[src/rtl/aux_i2c_bridge.sv]
module aux_i2c_bridge #(
  parameter int AW = 20,
  parameter int MAXLEN = 16,
  localparam int LW = $clog2(MAXLEN + 1),
  localparam int IW = $clog2(MAXLEN)
) (
  input  logic              clk,
  input  logic              rst,
  input  logic              req_valid,
  output logic              req_ready,
  input  logic [3:0]        req_cmd,
  input  logic [AW-1:0]     req_addr,
  input  logic [LW-1:0]     req_len,
  input  logic [MAXLEN*8-1:0] req_wdata,
  output logic              rsp_valid,
  output logic [1:0]        rsp_code,
  output logic [1:0]        rsp_i2c,
  output logic              rd_valid,
  output logic [IW-1:0]     rd_idx,
  output logic [7:0]        rd_data,
  output logic              reg_req,
  output logic              reg_we,
  output logic [AW-1:0]     reg_addr,
  output logic [7:0]        reg_wdata,
  input  logic              reg_done,
  input  logic              reg_fail,
  input  logic [7:0]        reg_rdata,
  output logic              i2c_valid,
  output logic [1:0]        i2c_op,
  output logic [6:0]        i2c_addr,
  output logic              i2c_rnw,
  output logic [7:0]        i2c_wdata,
  input  logic              i2c_done,
  input  logic              i2c_nack,
  input  logic [7:0]        i2c_rdata
);

  typedef enum logic [2:0] {S_IDLE, S_DISP, S_NAT, S_PSTOP, S_START, S_DATA, S_ESTOP, S_REPLY} st_t;

  st_t                 st;
  logic [3:0]          cmd, last_cmd;
  logic [AW-1:0]       addr, last_addr;
  logic [LW-1:0]       len;
  logic [MAXLEN*8-1:0] wbuf;
  logic [IW-1:0]       idx;
  logic [1:0]          code, i2cc;
  logic                open;

  wire is_read   = cmd[0];
  wire valid_cmd = !cmd[1] && !(cmd[3] && cmd[2]);
  wire last_byte = ({{(LW-IW){1'b0}}, idx} == len - LW'(1));
  wire [7:0] wbyte = wbuf[idx*8 +: 8];

  always_ff @(posedge clk) begin
    if (rst) begin
      st        <= S_IDLE;
      open      <= 1'b0;
      last_addr <= '0;
      last_cmd  <= '0;
      cmd       <= '0;
      addr      <= '0;
      len       <= '0;
      wbuf      <= '0;
      idx       <= '0;
      code      <= '0;
      i2cc      <= '0;
    end else begin
      case (st)
        S_IDLE: if (req_valid) begin
          cmd  <= req_cmd;
          addr <= req_addr;
          len  <= req_len;
          wbuf <= req_wdata;
          idx  <= '0;
          code <= 2'b00;
          i2cc <= 2'b00;
          st   <= S_DISP;
        end
        S_DISP: begin
          if (!valid_cmd) begin
            code <= 2'b01;
            st   <= S_REPLY;
          end else if (cmd[3]) st <= S_NAT;
          else if (!cmd[2]) st <= open ? S_PSTOP : S_START;
          else if (!open) st <= S_START;
          else if (addr != last_addr || cmd != last_cmd) st <= S_PSTOP;
          else st <= S_DATA;
        end
        S_NAT: if (reg_done) begin
          if (reg_fail) begin
            code <= 2'b01;
            st   <= S_REPLY;
          end else if (last_byte) st <= S_REPLY;
          else idx <= idx + IW'(1);
        end
        S_PSTOP: if (i2c_done) begin
          open <= 1'b0;
          st   <= S_START;
        end
        S_START: if (i2c_done) begin
          if (i2c_nack) begin
            i2cc <= 2'b01;
            st   <= S_REPLY;
          end else begin
            open <= 1'b1;
            if (cmd[2]) begin
              last_addr <= addr;
              last_cmd  <= cmd;
            end
            st <= S_DATA;
          end
        end
        S_DATA: if (i2c_done) begin
          if (i2c_nack) begin
            i2cc <= 2'b01;
            st   <= S_ESTOP;
          end else if (last_byte) st <= cmd[2] ? S_REPLY : S_ESTOP;
          else idx <= idx + IW'(1);
        end
        S_ESTOP: if (i2c_done) begin
          open <= 1'b0;
          st   <= S_REPLY;
        end
        default: st <= S_IDLE;
      endcase
    end
  end

  assign req_ready = (st == S_IDLE);
  assign rsp_valid = (st == S_REPLY);
  assign rsp_code  = code;
  assign rsp_i2c   = i2cc;

  assign reg_req   = (st == S_NAT);
  assign reg_we    = !is_read;
  assign reg_addr  = addr + AW'(idx);
  assign reg_wdata = wbyte;

  assign i2c_valid = (st == S_PSTOP) || (st == S_START) || (st == S_DATA) || (st == S_ESTOP);
  assign i2c_op    = (st == S_START) ? 2'b00 : (st == S_DATA) ? (is_read ? 2'b10 : 2'b01) : 2'b11;
  assign i2c_addr  = addr[6:0];
  assign i2c_rnw   = is_read;
  assign i2c_wdata = wbyte;

  assign rd_valid = is_read && (((st == S_NAT) && reg_done && !reg_fail) ||
                                ((st == S_DATA) && i2c_done && !i2c_nack));
  assign rd_idx   = idx;
  assign rd_data  = (st == S_NAT) ? reg_rdata : i2c_rdata;

  p_single_port_r9: assert property (@(posedge clk) disable iff (rst)
    !(reg_req && i2c_valid));
  p_rsp_pulse_r9: assert property (@(posedge clk) disable iff (rst)
    rsp_valid |=> !rsp_valid);
  p_reg_hold_r1: assert property (@(posedge clk) disable iff (rst)
    (reg_req && !reg_done) |=> (reg_req && $stable(reg_addr)));
  p_reg_step_r1: assert property (@(posedge clk) disable iff (rst)
    (reg_req && reg_done && !reg_fail) |=> (!reg_req || reg_addr == $past(reg_addr) + AW'(1)));
  p_reg_fail_r2: assert property (@(posedge clk) disable iff (rst)
    (reg_req && reg_done && reg_fail) |=> (rsp_valid && rsp_code == 2'b01));
  p_i2c_hold_r4: assert property (@(posedge clk) disable iff (rst)
    (i2c_valid && !i2c_done) |=> (i2c_valid && $stable(i2c_op)));
  p_bad_cmd_r8: assert property (@(posedge clk) disable iff (rst)
    (st == S_DISP && !valid_cmd) |=> (rsp_valid && rsp_code == 2'b01 && !reg_req && !i2c_valid));
  p_rd_idx_r10: assert property (@(posedge clk) disable iff (rst)
    rd_valid |-> ({{(LW-IW){1'b0}}, rd_idx} < len));

endmodule

[config.mk]
export PLATFORM = sky130hd
export DESIGN_NAME = aux_i2c_bridge
export DESIGN_NICKNAME = d
export VERILOG_FILES = /design/src/rtl/aux_i2c_bridge.sv
export SDC_FILE = /design/constraint.sdc
export NUM_CORES = 1
export LEC_CHECK = 0
export BUFFER_PORTS_ARGS = -buffer_cell sky130_fd_sc_hd__clkbuf_2
export CORE_ASPECT_RATIO = 0.8
export CORE_MARGIN = 4
export CORE_UTILIZATION = 55
export DETAILED_ROUTE_END_ITERATION = 6
export GPL_ROUTABILITY_DRIVEN = 1
export PLACE_DENSITY = 0.8
export SLEW_MARGIN = 10
export SYNTH_ARGS = -nofsm -noshare
export SYNTH_HDL_FRONTEND = slang
export SYNTH_SLANG_ARGS = --single-unit
[constraint.sdc]
create_clock -name clk -period 4.25 [get_ports clk]
set_clock_uncertainty 0.2 [all_clocks]
set_input_delay 1.275 -clock clk [delete_from_list [all_inputs] [get_ports clk]]
set_output_delay 1.275 -clock clk [all_outputs]
set_load 0.005 [all_outputs]
==> results.yml <==
run_status:
  status: "completed"
synthesis:
  netlist.area_leader.share_pct: 42.3
  synth_cells: 1058
  ys_warn_count: 0
  netlist_top_cells_area: "dfxtp_1 42%, nand2_1 13%, a21oi_1 9.3%, mux4_2 5.5%, mux4_1 4.9%"
  syn_area_um2: 9040
  syn_avg_cell_area_um2: 8.55
  synth_cell_types: 53
  yosysSeqAreaShare_pct: 42.3
  synth_area_leader_cell: "dfxtp_1"
  synth_edf_count: 0
  synth-main-ff-cell: "dfxtp_1"
  async_flop_share_pct: 0
  synth_seq_cells: 191
placed_design:
  io_buffer_count: 245
  gp_congestion: 0.867
  hpwl_um: 17500
  dp_cells: 1433
  placed_area_um2: 10100
  place_ws_ns: 0.625
layout:
  diodes: 0
  area_growth_pct: 18.5
  finalInstanceArea_um2: 10700
  drive_above_1_share_pct: 26.7
  nets: 1424
  fillCellCount: 1329
  final_util_pct: 67.2
  final_common_cell: "nand2_1"
  layout_common_cells: "324 x nand2_1, 244 x clkbuf_2, 188 x dfxtp_1, 168 x a21oi_1, 45 x nor2_1"
  stdcell_count: 1464
clock_network:
  numCtsBuffers: 17
  clock-sinks: 191
  cts_root_buffer: "clkbuf_16"
  clockBufferDepth: 2
  clkSlewWorstSetupHoldPaths_ns: 0.07
  cts_hold_buf: 0
  clock_latency_ns: 0.44
  cts_setup_buffers: 0
  h-tree-depth: 4
  cts_tree: "done"
  cts_resized: 0
setup_path:
  crit_fanout: 5
  cp-end-kind: "primary output"
  critPathSlowestCell: "dfxtp_2"
  startpoint_type: "register"
  path_delay_family: "adder cells"
  crit_type: "reg -> out"
  cp_slowest_stage_delay_ns: 0.39
  ff2ff_setup_slack_ns: 1.82
  path_cells: "ha_1 -> inv_1 -> fa_1 -> nor2b_1 -> o21a_1 -> o21ai_1 -> nor2_1 -> and3_1 -> xor2_1 -> clkbuf_2"
  cp.arrival_ns: 2.54
  crit_required_ns: 2.77
  critPathBufInv: 2
die:
  io_pins: 248
  dieWidth_um: 151
  die_y_um: 123
  initial_core_util_pct: 56.7
  coreArea_um2: 16000
  rows: 41
  die_area_um2: 18600
global_route:
  grt_usage_pct: 26.0
  grt_pass1_wl_um: 37500
  antenna_found_initial: 0
  grt_pass1_vias: 7139
  grt_overflow: 0
  grt_max_degree: 85
power:
  p_clk_share_pct: 26.9
  irDropWorstVdd_v: 0.000441
  power_density_nw_per_um2: 548
  power_switching_mw: 2.13
  p_seq_share_pct: 41.1
  p_int_mw: 3.75
  swShare_pct: 36.2
  leakagePower_nw: 4.78
  comb_power_share_pct: 32.0
worst_hold_path:
  hold_path_class: "reg -> reg"
timing:
  finalHoldViolCount: 0
  setup_violations: 0
  fmax_ghz: 0.249
  drv_slew: 0
  post-route-period-util_pct: 94.5
  rsz0062_at_grt: "false"
  period_minus_slack_ns: 4.02
  finalSetupTns_ns: 0
  worst_pin_slew_ns: 0.839
  layout_setup_ws_ns: 0.232
  relSlewSlack_pct: 44.1
route:
  vias_per_cell: 5.45
  firstDrtPassIters: 5
  drc: 0
  m1WireLength_um: 11100
  wl_per_cell_um: 16.7
  vias: 7975
  wl_met3_um: 1970
  highest_layer: "met4"
  drt_iter0_markers: 513
  wl_um: 24500
  wl_met2_um: 11200
  ant_nets: 0
flow_run:
  max_cap_viol_count: 0
sequential cells by signal, indices dropped and copies added (netlist names):
register   cells
addr          20
last_addr     20
rsp_code       1
rsp_i2c        1
last_cmd       4
len            5
open           1
st             3
rd_idx         4
wbuf         128
cmd            4
final cells by class:
class                   instances  area [um^2]  area share [%]
clock inverters                14          151            1.41
well taps                     215          269            2.51
inverters                      17         63.8           0.596
multi-input cells             750         4590            42.9
clock buffers                  17          425            3.97
flip-flops and latches        191         3830            35.7
repair buffers                260         1380            12.9
path summary, 6_finish.rpt:
path / start / endpoint / depth (start not counted)
max: addr[0] / reg_addr[18] / 10
min: wbuf[37] / wbuf[37] / 2
max reg2reg: st[2] / wbuf[89] / 5
min reg2reg: wbuf[37] / wbuf[37] / 2
cells in the mapped netlist (2+ instances only):
cell      instances
nand2_1         325
dfxtp_1         191
a21oi_1         168
nor2_1           45
clkbuf_1         44
xor2_1           36
buf_4            28
mux4_2           22
mux2i_1          20
buf_2            19
inv_1            17
mux4_1           17
nor3_1           14
xnor2_1          14
nand3_1          10
mux2_2            8
o21ai_0           8
and3_1            7
ha_1              6
nor4_1            6
buf_6             5
a211oi_1          4
nor2b_1           4
o21a_1            3
a21o_1            2
a311oi_1          2
buf_12            2
clkbuf_2          2
nand4_1           2
o211ai_1          2
o21ai_1           2
o31ai_1           2
worst reg2reg max path, cell delays in order, from the launching register on:
cell and delay (ns):
dfxtp_1 0.69, nor3_2 0.16, nand2_4 0.64, buf_4 0.41, nand2_1 0.10, a21oi_1 0.16
power groups by stage:
stage | Sequential (mW) | Clock (mW) | Combinational (mW)
final | 2.42 | 1.58 | 1.88
after detailed placement | 2.44 | 0 | 1.87
after CTS | 2.40 | 1.59 | 1.89
after floorplan | 2.29 | 0 | 1.49
after global routing | 2.45 | 1.67 | 2.09
after global placement | 2.43 | 0 | 1.84
cell families (layout without fill, tap and decap cells):
kind of cell    Yosys count  in the layout  share of synthesized area (%)
simple gates            421            421                           18.7
mux                      68             68                           13.9
buf+inv                 118            308                           7.12
compound gates          202            202                           12.1
flops                   191            191                           42.3
fa+ha+maj                 7              7                           1.05
other cells               1              2                         0.0415
xor+xnor                 50             50                           4.84
stage by stage:
step	total power, mW	hold slack, ns
2_1_floorplan	3.78	0.232
3_3_place_gp	4.27	0.238
3_5_place_dp	4.32	0.242
4_1_cts	5.88	0.252
5_1_grt	6.21	0.269
6_report	5.88	0.252
metal layers:
metal	GRT usage (%)	vias to the layer above
li1	-	3901
met1	37.7	3717
met2	39.8	334
met3	5.32	23
met4	7.08	0
met5	0	-
No activity file was read; power rests on OpenSTA's default activity.
